### src/rtl/wb_csr_bridge.sv
module wb_csr_bridge #(
  parameter int WB_ADDR_W  = 6,
  parameter int WB_DATA_W  = 32,
  parameter int CSR_DATA_W = 8,
  localparam int RATIO      = WB_DATA_W / CSR_DATA_W,
  localparam int LOG_R      = $clog2(RATIO),
  localparam int CSR_ADDR_W = WB_ADDR_W + LOG_R,
  localparam int SEL_W      = WB_DATA_W / 8
) (
  input  logic                  clk,
  input  logic                  rst,
  input  logic [WB_ADDR_W-1:0]  wb_adr,
  input  logic [WB_DATA_W-1:0]  wb_dat_w,
  output logic [WB_DATA_W-1:0]  wb_dat_r,
  input  logic [SEL_W-1:0]      wb_sel,
  input  logic                  wb_cyc,
  input  logic                  wb_stb,
  input  logic                  wb_we,
  output logic                  wb_ack,
  output logic [CSR_ADDR_W-1:0] csr_addr,
  output logic                  csr_r_stb,
  input  logic [CSR_DATA_W-1:0] csr_r_data,
  output logic                  csr_w_stb,
  output logic [CSR_DATA_W-1:0] csr_w_data
);

  localparam int CNT_W = $clog2(RATIO + 1);

  logic [CNT_W-1:0] cnt;
  logic go, last, issue;
  logic unused_sel;

  assign unused_sel = ^wb_sel;
  assign go    = wb_cyc & wb_stb & ~rst;
  assign last  = (cnt == CNT_W'(RATIO));
  assign issue = go & ~last;

  assign csr_r_stb = issue & ~wb_we;
  assign csr_w_stb = issue & wb_we;
  assign wb_ack    = go & last;

  always_ff @(posedge clk) begin
    if (rst || !go || last) cnt <= '0;
    else                    cnt <= cnt + 1'b1;
  end

  generate
    if (RATIO == 1) begin : g_same_width
      assign csr_addr   = wb_adr;
      assign csr_w_data = wb_dat_w;
      assign wb_dat_r   = csr_r_data;
    end else begin : g_split
      logic [LOG_R-1:0] idx, idx_prev;
      logic [WB_DATA_W-CSR_DATA_W-1:0] low;

      assign idx        = cnt[LOG_R-1:0];
      assign idx_prev   = LOG_R'(cnt - 1'b1);
      assign csr_addr   = {wb_adr, idx};
      assign csr_w_data = wb_dat_w[idx*CSR_DATA_W +: CSR_DATA_W];
      assign wb_dat_r   = {csr_r_data, low};

      always_ff @(posedge clk) begin
        if (rst) low <= '0;
        else if (go && !wb_we && cnt != '0 && !last)
          low[idx_prev*CSR_DATA_W +: CSR_DATA_W] <= csr_r_data;
      end
    end
  endgenerate

  p_strobe_gated_r7: assert property (@(posedge clk) disable iff (rst)
    (csr_r_stb || csr_w_stb) |-> (wb_cyc && wb_stb));

  p_ack_single_r2: assert property (@(posedge clk) disable iff (rst)
    wb_ack |=> !wb_ack);

  p_ack_after_strobe_r1: assert property (@(posedge clk) disable iff (rst)
    wb_ack |-> $past(csr_r_stb || csr_w_stb));

  p_addr_map_r3: assert property (@(posedge clk) disable iff (rst)
    (csr_r_stb || csr_w_stb) |-> ((csr_addr >> LOG_R) == CSR_ADDR_W'(wb_adr)));

  p_commit_with_ack_r8: assert property (@(posedge clk) disable iff (rst)
    (csr_w_stb && ((csr_addr & CSR_ADDR_W'(RATIO - 1)) == CSR_ADDR_W'(RATIO - 1)))
    |=> (wb_ack || !(wb_cyc && wb_stb)));

  p_no_strobe_both_r1: assert property (@(posedge clk) disable iff (rst)
    !(csr_r_stb && csr_w_stb));

endmodule

### config.mk
export PLATFORM = sky130hd
export DESIGN_NAME = wb_csr_bridge
export DESIGN_NICKNAME = d
export VERILOG_FILES = /design/src/rtl/wb_csr_bridge.sv
export SDC_FILE = /design/constraint.sdc
export NUM_CORES = 1
export LEC_CHECK = 0
export ABC_AREA = 1
export BUFFER_PORTS_ARGS = -buffer_cell sky130_fd_sc_hd__buf_2
export CAP_MARGIN = 40
export CORE_MARGIN = 8
export CORE_UTILIZATION = 46
export DETAILED_ROUTE_END_ITERATION = 16
export PLACE_DENSITY = 0.85
export SETUP_SLACK_MARGIN = 0.3
export SLEW_MARGIN = 20
export SYNTH_ARGS = -nofsm -noshare
export SYNTH_HDL_FRONTEND = slang
export SYNTH_SLANG_ARGS = --single-unit
### constraint.sdc
create_clock -name clk -period 3 [get_ports clk]
set_input_delay 0 -clock clk [delete_from_list [all_inputs] [get_ports clk]]
set_output_delay 0 -clock clk [all_outputs]
set_load 0.05 [all_outputs]
==> run summary <==
# clock sinks - 27
Clock period minus final worst setup slack - 2050 ps
Layout cells sized above 1 - 31.8%
Vias in the first global route - 1658
Distinct cell type count after synthesis - 22
Total die area - 5890 µm²
Nets - 386
Synth Register Bits - 27
Starting density of the core - 47.1%
Setup CP Type - flip-flop to output pin
Vias per cell - 4.66
Initial antenna violation count - 0
Tcrit/Tclk final - 68.3%
CTS Hold Bufs - 0
Worst path buffer plus inverter count - 3
Synthesized cell area - 1700 µm²
Routed wire length - 4510 µm
Most numerous cell in the Yosys netlist - nor2_1
Biggest area consumer among synthesized cells - dfxtp_1
Core area - 3610 µm²
Critical path data required time - 3000 ps
Power per cell area - 349 nW/µm²
EDFF count, synth - 0
Synthesized area per cell - 6.69 µm²
Crit-path max FO - 25
H-tree depth - 1
CTS tree - done
Worst-skew pair later-pin latency - 270 ps
Post-Syn Nets - 315
Detailed-route wire length per cell - 12.1 µm
Clock-pin slew on the worst setup and hold paths - 90 ps
I/O pin count - 106
Worst path slowest cell - ha_1
Slew Limit Fails - 0
Total number of vias - 1734
Die width - 76.8 µm
Leak - 1.11 nW
Synth warn - 0
Post-synth ARST share - 0%
Num CTS Buffers - 3
# setup viols final - 0
Worst slew pin tran - 493 ps
Fillcell total - 360
Die Ht - 76.8 µm
Final HPWL DP - 3670 µm
Clk_skew - 3.63 ps
Final setup TNS - 0 ps
1st-iter DRT viols - 122
N_diodes - 0
IO buf count - 89
Post-synth top cells - nor2_1 (62), nand2_1 (44), dfxtp_1 (27)
Drt pass-1 iters - 4
Worst setup margin - 952 ps
Site row count - 22
Min-Delay Path Class - primary input to output pin
Placer Congestion - 0.826
Cell Chain, Critical Path - buf_4 -> inv_1 -> ha_1 -> nand2_1 -> nand2_1 -> nor2_1 -> buf_2
Max VDD drop - 0.201 mV
Most used cell along the critical path - nand2_1
Layout area overhead - 22.4%
CTS root buffer - clkbuf_8
Fmax achieved - 488 MHz
Max Cap Viol - 0
Longest Clk Path Bufs - 2
RSZ-0062 raised after global routing - no
Post-CTS Setup Bufs - 0
Ranking of synthesized cells by area - dfxtp_1 (32%), nor2_1 (14%), nand2_1 (9.7%), buf_4 (7.1%), nand3_1 (5.3%)
Synth top area share - 31.8%
Worst Path Arrival - 2050 ps
Gr ovfl total - 0
Post-synth top flop - dfxtp_1
Post-synthesis sequential area ratio - 31.8%
Global-route wire length before repair - 7720 µm
Critical Path Start Type - flip-flop
Area of the multi-input gates - 880 µm²
Post-Syn Instances - 254
Crit-path max cell delay - 330 ps
Reg area - 541 µm²
Hold Violations, Final - 0
Critical Path Sink Type - output pin
GRT Overall Usage - 15.3%
Largest net degree at the start of global routing - 26
Outcome - finished clean
Post-route ant nets - 0
Slew margin rel. - 67.1%
Crit path max-delay family - buffers and inverters
Dpl ws - 1020 ps
# resized after CTS - 0
Drc violations - 0
WHS - 0.0168 ps
==> metrics by stage <==
stage / area (µm²) / util [%] / instances / power (mW)
final: 2080 / 57.7 / 372 / 0.726
after global routing: 2080 / 57.7 / 372 / 0.767
after CTS: 2080 / 57.7 / 372 / 0.734
after detailed placement: 2030 / 56.3 / 368 / 0.526
after global placement: 2030 / 56.3 / 368 / 0.525
after floorplan: 1700 / - / 254 / 0.504
==> cell usage in the layout, fill, tap and decap left out <==
cell        instances
o21ai_0            16
xnor2_1             1
nand2_2             2
nand3_4             2
nand3b_1            1
nand2_1            44
dfxtp_1            27
nor2_1             62
clkinvlp_4          1
clkbuf_8            3
ha_1                6
buf_2              89
o22ai_1             8
inv_1              22
inv_6               1
a21oi_1            16
buf_4               1
nor2_8              1
nor2_4              2
nand3_1            18
inv_4               1
==> state kept, by name, indices dropped and copies added (netlist names) <==
signal / cells
cnt: 3
g_split.low: 24
==> final timing paths <==
| path | startpoint | end | slack, ps | cells past startpoint |
|---|---|---|---|---|
| max | cnt[0]$_SDFF_PP0_ | csr_w_stb | 950 | 7 |
| min reg2reg | g_split.low[15]$_SDFFE_PP0P_ | g_split.low[15]$_SDFFE_PP0P_ | 460 | 2 |
| max reg2reg | cnt[0]$_SDFF_PP0_ | g_split.low[10]$_SDFFE_PP0P_ | 1010 | 6 |
| min | wb_adr[1] | csr_addr[3] | 0.02 | 0 |
==> cell type report <==
type,instances,area share [%]
Multi-Input combinational cell,179,42.3
Clock buffer,3,1.99
Sequential cell,27,26.0
Clock inverter,1,0.361
Tap cell,48,2.89
Timing Repair Buffer,90,21.8
Inverter,24,4.69
==> cell families after synthesis <==
kind of cell	share of synthesized area, %
simple gates	34.5
buf+inv	16.4
compound gates	12.4
flops	31.8
fa+ha+maj	4.42
xor+xnor	0.516
==> metal layers <==
layer | vias up | share of wire, % | routed length (µm) | track usage (%)
met1 | 737 | 42 | 1880 | 17.1
met4 | 0 | 1.5 | 66 | 4.81
met5 | - | 0 | 0 | 0
met3 | 6 | 7.6 | 343 | 5.59
li1 | 930 | - | - | -
met2 | 61 | 49 | 2230 | 26.0
==> where the power goes <==
| part | internal, mW | switching, mW |
|---|---|---|
| combinational | 0.0461 | 0.112 |
| sequential | 0.359 | 0.000593 |
| clock | 0.0943 | 0.114 |
No activity file was read; power rests on OpenSTA's default activity.
